--- src/rtl/txs_pkg.sv ---
`timescale 1ns/1ps
package txs_pkg;

    typedef enum logic [1:0] {
        SEQ_IDLE  = 2'd0,
        SEQ_DELAY = 2'd1,
        SEQ_BUSY  = 2'd2
    } seq_state_e;

    typedef enum logic [3:0] {
        TRG_CONT   = 4'd0,
        TRG_RXLINK = 4'd1,
        TRG_LOW    = 4'd2,
        TRG_HIGH   = 4'd3,
        TRG_FALL   = 4'd4,
        TRG_RISE   = 4'd5,
        TRG_CHANGE = 4'd6,
        TRG_EDGE   = 4'd7
    } trig_code_e;

    typedef struct packed {
        logic s_meta;
        logic s_cur;
        logic s_prev;
    } fs_samp_t;

endpackage

--- src/rtl/txs_fs_sync.sv ---
`timescale 1ns/1ps
module txs_fs_sync
    import txs_pkg::*;
(
    input  logic clk,
    input  logic rst_n,
    input  logic tck_en,
    input  logic fs_pin,
    output logic fs_level,
    output logic fs_rise,
    output logic fs_fall
);

    fs_samp_t samp_d, samp_q;

    always_comb begin
        samp_d = samp_q;
        if (tck_en) begin
            samp_d.s_meta = fs_pin;
            samp_d.s_cur  = samp_q.s_meta;
            samp_d.s_prev = samp_q.s_cur;
        end
    end

    always_ff @(posedge clk or negedge rst_n) begin
        if (!rst_n) samp_q <= '0;
        else        samp_q <= samp_d;
    end

    assign fs_level = samp_q.s_cur;
    assign fs_rise  = samp_q.s_cur & ~samp_q.s_prev;
    assign fs_fall  = ~samp_q.s_cur & samp_q.s_prev;

endmodule

--- src/rtl/txs_trig_sel.sv ---
`timescale 1ns/1ps
module txs_trig_sel
    import txs_pkg::*;
#(
    parameter int unsigned SEL_W = 4
) (
    input  logic [SEL_W-1:0] sel,
    input  logic             thr_full,
    input  logic             rx_start,
    input  logic             fs_level,
    input  logic             fs_rise,
    input  logic             fs_fall,
    output logic             trig
);

    localparam int unsigned NCODE = 2 ** SEL_W;

    logic [NCODE-1:0] cand;

    for (genvar c = 0; c < NCODE; c++) begin : g_code
        if (c == int'(TRG_CONT)) begin : g_cont
            assign cand[c] = thr_full;
        end else if (c == int'(TRG_RXLINK)) begin : g_rx
            assign cand[c] = rx_start;
        end else if (c == int'(TRG_LOW)) begin : g_low
            assign cand[c] = ~fs_level;
        end else if (c == int'(TRG_HIGH)) begin : g_high
            assign cand[c] = fs_level;
        end else if (c == int'(TRG_FALL)) begin : g_fall
            assign cand[c] = fs_fall;
        end else if (c == int'(TRG_RISE)) begin : g_rise
            assign cand[c] = fs_rise;
        end else if (c == int'(TRG_CHANGE) || c == int'(TRG_EDGE)) begin : g_any
            assign cand[c] = fs_rise | fs_fall;
        end else begin : g_rsvd
            assign cand[c] = 1'b0;
        end
    end

    assign trig = cand[sel];

endmodule

--- src/rtl/txs_start_seq.sv ---
`timescale 1ns/1ps
module txs_start_seq
    import txs_pkg::*;
#(
    parameter int unsigned DLY_W = 8
) (
    input  logic             clk,
    input  logic             rst_n,
    input  logic             tck_en,
    input  logic             trig,
    input  logic             xfer_done,
    input  logic [DLY_W-1:0] cfg_dly,
    output logic             tx_start,
    output logic             active
);

    typedef struct packed {
        seq_state_e       state;
        logic [DLY_W-1:0] cnt;
        logic             start;
    } seq_t;

    seq_t seq_d, seq_q;
    logic launch;

    always_comb begin
        seq_d  = seq_q;
        launch = 1'b0;
        if (tck_en) begin
            seq_d.start = 1'b0;
            unique case (seq_q.state)
                SEQ_IDLE: launch = 1'b1;
                SEQ_DELAY: begin
                    if (seq_q.cnt <= DLY_W'(1)) begin
                        seq_d.start = 1'b1;
                        seq_d.state = SEQ_BUSY;
                        seq_d.cnt   = '0;
                    end else begin
                        seq_d.cnt = seq_q.cnt - 1'b1;
                    end
                end
                SEQ_BUSY: begin
                    if (xfer_done) begin
                        seq_d.state = SEQ_IDLE;
                        launch      = 1'b1;
                    end
                end
                default: seq_d.state = SEQ_IDLE;
            endcase
            if (launch && trig) begin
                if (cfg_dly == '0) begin
                    seq_d.start = 1'b1;
                    seq_d.state = SEQ_BUSY;
                end else begin
                    seq_d.state = SEQ_DELAY;
                    seq_d.cnt   = cfg_dly;
                end
            end
        end
    end

    always_ff @(posedge clk or negedge rst_n) begin
        if (!rst_n) begin
            seq_q.state <= SEQ_IDLE;
            seq_q.cnt   <= '0;
            seq_q.start <= 1'b0;
        end else begin
            seq_q <= seq_d;
        end
    end

    assign tx_start = seq_q.start;
    assign active   = (seq_q.state != SEQ_IDLE);

endmodule

--- src/rtl/txs_period_gen.sv ---
`timescale 1ns/1ps
module txs_period_gen #(
    parameter int unsigned PER_W = 8
) (
    input  logic             clk,
    input  logic             rst_n,
    input  logic             tck_en,
    input  logic [PER_W-1:0] cfg_period,
    output logic             fs_out
);

    localparam int unsigned CNT_W = PER_W + 1;

    typedef struct packed {
        logic [CNT_W-1:0] cnt;
        logic             fs;
    } per_t;

    per_t per_d, per_q;
    logic [CNT_W-1:0] last_cnt;

    assign last_cnt = {cfg_period, 1'b1};

    always_comb begin
        per_d = per_q;
        if (tck_en) begin
            per_d.fs = 1'b0;
            if (cfg_period == '0) begin
                per_d.cnt = '0;
            end else if (per_q.cnt >= last_cnt) begin
                per_d.cnt = '0;
                per_d.fs  = 1'b1;
            end else begin
                per_d.cnt = per_q.cnt + 1'b1;
            end
        end
    end

    always_ff @(posedge clk or negedge rst_n) begin
        if (!rst_n) per_q <= '0;
        else        per_q <= per_d;
    end

    assign fs_out = per_q.fs;

endmodule

--- src/rtl/tx_start_ctrl.sv ---
`timescale 1ns/1ps
module tx_start_ctrl #(
    parameter int unsigned SEL_W = 4,
    parameter int unsigned DLY_W = 8,
    parameter int unsigned PER_W = 8
) (
    input  logic             clk,
    input  logic             rst_n,
    input  logic             tck_en,
    input  logic             fs_pin,
    input  logic             rx_start,
    input  logic             thr_full,
    input  logic             xfer_done,
    input  logic [SEL_W-1:0] cfg_start_sel,
    input  logic [DLY_W-1:0] cfg_start_dly,
    input  logic [PER_W-1:0] cfg_period,
    output logic             tx_start,
    output logic             fs_out
);

    logic fs_level, fs_rise, fs_fall;
    logic trig;
    logic seq_active;

    txs_fs_sync u_sync (
        .clk      (clk),
        .rst_n    (rst_n),
        .tck_en   (tck_en),
        .fs_pin   (fs_pin),
        .fs_level (fs_level),
        .fs_rise  (fs_rise),
        .fs_fall  (fs_fall)
    );

    txs_trig_sel #(.SEL_W(SEL_W)) u_trig (
        .sel      (cfg_start_sel),
        .thr_full (thr_full),
        .rx_start (rx_start),
        .fs_level (fs_level),
        .fs_rise  (fs_rise),
        .fs_fall  (fs_fall),
        .trig     (trig)
    );

    txs_start_seq #(.DLY_W(DLY_W)) u_seq (
        .clk       (clk),
        .rst_n     (rst_n),
        .tck_en    (tck_en),
        .trig      (trig),
        .xfer_done (xfer_done),
        .cfg_dly   (cfg_start_dly),
        .tx_start  (tx_start),
        .active    (seq_active)
    );

    txs_period_gen #(.PER_W(PER_W)) u_per (
        .clk        (clk),
        .rst_n      (rst_n),
        .tck_en     (tck_en),
        .cfg_period (cfg_period),
        .fs_out     (fs_out)
    );

endmodule

--- config.mk ---
export PLATFORM = sky130hd
export DESIGN_NAME = tx_start_ctrl
export DESIGN_NICKNAME = d
export VERILOG_FILES = /design/src/rtl/txs_pkg.sv /design/src/rtl/txs_fs_sync.sv /design/src/rtl/txs_trig_sel.sv /design/src/rtl/txs_start_seq.sv /design/src/rtl/txs_period_gen.sv /design/src/rtl/tx_start_ctrl.sv
export SDC_FILE = /design/constraint.sdc
export NUM_CORES = 1
export LEC_CHECK = 0
export BUFFER_PORTS_ARGS = -buffer_cell sky130_fd_sc_hd__buf_4
export CORE_MARGIN = 1
export CORE_UTILIZATION = 52
export CTS_BUF_LIST = sky130_fd_sc_hd__clkbuf_8
export DETAILED_ROUTE_END_ITERATION = 12
export PLACE_DENSITY = 0.85
export SLEW_MARGIN = 0
export SYNTH_ARGS = -nofsm -noshare
export SYNTH_HDL_FRONTEND = slang
export SYNTH_SLANG_ARGS = --single-unit
--- constraint.sdc ---
create_clock -name clk -period 2 [get_ports clk]
set_input_delay 0.3 -clock clk [delete_from_list [all_inputs] [get_ports clk]]
set_output_delay 0.3 -clock clk [all_outputs]
set_load 0.03 [all_outputs]
==> results.tsv <==
stage	metric	value	unit
logic_synthesis	yosysTopAreaCell	dfrtp_1	
worst_setup_path	crit_type	reg2reg	
worst_hold_path	hold_class	in2reg	
logic_synthesis	yosys_register_bits	24	
sta	fin_skew	0.00927	ns
clock_tree	cts-buffers-inserted	3	
layout	antenna-diode-count	0	
logic_synthesis	yosysSeqAreaShare	36.0	%
global_routing	grt_max_degree	25	
sta	fmaxAchievable	507	MHz
floorplanning	coreArea	3050	um2
layout	syn2layout_area_growth	22.8	%
sta	maxSlewViolCount	0	
floorplanning	die_width	58.7	um
sta	hold_violations	0	
clock_tree	postCtsSetupRepairBufs	0	
routing	dr.pass1.iters	4	
logic_synthesis	synthTopCellsByArea	dfrtp_1 (36%), ha_1 (9.7%), inv_1 (4.5%), nand3_1 (4.2%), nand2_1 (3.8%)	
global_routing	grt_pass1_wl	6320	um
logic_synthesis	ys.warnings.count	0	
clock_tree	cts_sinks	24	
worst_setup_path	crit_slowest_cell	dfrtp_1	
layout	fill_cells	270	
global_routing	antenna_found_initial	0	
floorplanning	rows	20	
outcome	status	finished clean	
routing	drc_errors	0	
sta	relSlewSlack	61.1	%
clock_tree	htreeDepth	1	
worst_setup_path	worstPathArrival	2.13	ns
worst_setup_path	cp-start-kind	register	
layout	multi_input_area	985	um2
logic_synthesis	syn-cell-area	1670	um2
routing	via_per_inst	5.91	
clock_tree	clockBufferDepth	2	
power_and_ir_drop	p_total	1.50	mW
logic_synthesis	ys_async_sr_fraction	100	%
logic_synthesis	synth.distinct_cells	46	
logic_synthesis	synth_most_common_cell	dfrtp_1	
floorplanning	dieArea	3440	um2
sta	rsz0062_at_grt	true	
sta	period_share	98.7	%
routing	drt-initial-drc-count	53	
floorplanning	boundaryPins	29	
worst_setup_path	critPathMaxFanout	5	
global_routing	grt_pass1_vias	1505	
global_routing	grt_usage	23.9	%
routing	routed_wl	3780	um
place	portBuffers	28	
layout	drive_gt1_share	22.9	%
clock_tree	cts_tree	yes	
routing	avgRoutedWirePerCell	13.9	um
logic_synthesis	synth_flop_cell	dfrtp_1	
logic_synthesis	synth_commonest_cells	dfrtp_1 (24), inv_1 (20), nand2_1 (17)	
sta	hold_slack	0.254	ns
sta	layout_setup_ws	0.0259	ns
logic_synthesis	syn_nets	231	
place	place_area	1960	um2
logic_synthesis	yosys.area.top_type_share	36.0	%
place	dp_hpwl	2840	um
sta	fin_crit	1.97	ns
worst_setup_path	critPathCaptureType	register	
logic_synthesis	synth.avg_cell_area	8.75	um2
clock_tree	insertion_delay	0.27	ns
logic_synthesis	synth_edf_count	0	
place	gp_congestion	0.925	
sta	finalSetupViolCount	0	
worst_setup_path	cp_data_required_time	2.16	ns
power_and_ir_drop	vdd_drop_max	0.000542	V
global_routing	grt-ovfl-total	0	
logic_synthesis	syn_inst	191	
run	cap_viol_max_count	0	
clock_tree	clk_pin_slew	0.08	ns
layout	final_cell_area	2050	um2
worst_setup_path	path_cells	ha_1 -> mux2i_1 -> a221o_1 -> a211o_4 -> o311a_1 -> a211o_1	
layout	layout.nets	268	
routing	vias	1602	
clock_tree	ctsRootBufferMaster	clkbuf_8	
power_and_ir_drop	power_density	732	nW/um2
routing	antenna_left	0	
place	pre_cts_ws	-0.00999	ns
power_and_ir_drop	total_leakage_power	0.931	nW
worst_setup_path	cp_slowest_stage_delay	0.42	ns
layout	seq_area	601	um2
floorplanning	start_util	54.7	%
sta	tightestPinTransition	0.574	ns
floorplanning	chipHeight	58.7	um
[layout by cell type (no fill, tap or decap), types with 2 or more instances in the layout]
| master | synthesis | layout |
|---|---|---|
| and4_1 | 2 | 2 |
| mux2i_1 | 5 | 5 |
| clkbuf_8 | 0 | 4 |
| xnor2_1 | 2 | 2 |
| and3_1 | 3 | 3 |
| inv_1 | 20 | 18 |
| o2bb2ai_1 | 2 | 2 |
| nand2_1 | 17 | 16 |
| a21oi_1 | 10 | 10 |
| nor3_1 | 5 | 5 |
| nand3_1 | 14 | 14 |
| dfrtp_1 | 24 | 24 |
| nor4_1 | 2 | 2 |
| nor2b_1 | 4 | 4 |
| o221ai_1 | 2 | 2 |
| ha_1 | 13 | 13 |
| o311ai_1 | 1 | 2 |
| a32oi_1 | 2 | 2 |
| nor2_1 | 10 | 10 |
| buf_4 | 0 | 36 |
| or2_2 | 2 | 2 |
| or4_1 | 5 | 5 |
| a32o_1 | 2 | 2 |
| a22oi_1 | 2 | 2 |
| inv_2 | 0 | 2 |
| o21ai_0 | 9 | 9 |
| nand2b_1 | 3 | 3 |
| a31oi_1 | 5 | 5 |
[power breakdown]
group          switching, mW  internal, mW
clock                  0.147         0.176
combinational          0.241         0.239
sequential             0.121         0.578
[final timing paths]
kind | endpoint | slack [ns] | startpoint | cells after the start
setup / recovery | u_seq.seq_q[5] | 0.03 | u_sync.fs_level | 6
hold / removal | u_seq.seq_q[5] | 0.25 | cfg_start_dly[4] | 2
setup reg to reg | u_seq.seq_q[5] | 0.03 | u_sync.fs_level | 6
hold reg to reg | u_per.fs_out | 0.49 | u_per.fs_out | 1
max in group asynchronous | u_per.per_q[2] | 1.29 | rst_n | 2
min in group asynchronous | u_per.fs_out | 0.46 | rst_n | 2
[timing repair]
item / in CTS / in global routing
pin swaps: 1 / 1
resized for setup: 2 / 4
endpoints found under the setup margin: 2 / 9
cloned: 0 / 1
hold buffers: 1 / 0
endpoints found under the hold margin: 24 / 0
[critical path, delay by kind of cell (launching register included)]
family          cells  cell delay (ns)
fa+ha+maj           1             0.18
flops               1             0.42
mux                 1             0.07
compound gates      4             1.20
[logic make-up (layout without fill, tap and decap cells)]
group / after synthesis / in the layout / synth area share (%)
AO/OA/AOI/OAI: 50 / 51 / 21.2
adder cells (fa/ha/maj): 13 / 13 / 9.74
buffers and inverters: 26 / 61 / 6.37
multiplexers: 6 / 6 / 3.67
AND/OR/NAND/NOR: 70 / 70 / 22.0
flip-flops: 24 / 24 / 36.0
XOR/XNOR: 2 / 2 / 1.05
[sequential cells by signal, indices dropped and copies added, names as in the netlist]
name,cells
u_seq.seq_q,10
u_per.per_q,9
u_sync.samp_q,2
u_per.fs_out,1
u_seq.tx_start,1
u_sync.fs_level,1
[per-stage QoR]
step	TNS (ns)	instances	util, %
CTS	0	270	66.8
global route	-0.103	271	67.2
floorplan	0	191	-
detailed placement	-0.00999	265	64.3
finish	0	271	67.2
global placement	0	265	64.3
[area by class of cell]
type                            instances  area share (%)
Multi-Input combinational cell        142            48.0
Sequential cell                        24            29.3
Tap cell                               44            2.68
Timing Repair Buffer                   37            13.7
Clock buffer                            4            2.68
Inverter                               20            3.66
[routing by layer]
layer	wire length, um	track usage [%]	part of all wire, %	vias up
li1	-	-	-	780
met2	1880	41.2	50	46
met5	0	0	0	-
met4	39	7.14	1.0	0
met1	1660	30.5	44	770
met3	198	4.62	5.2	6
Note: power is estimated with default switching activity, not from simulation.
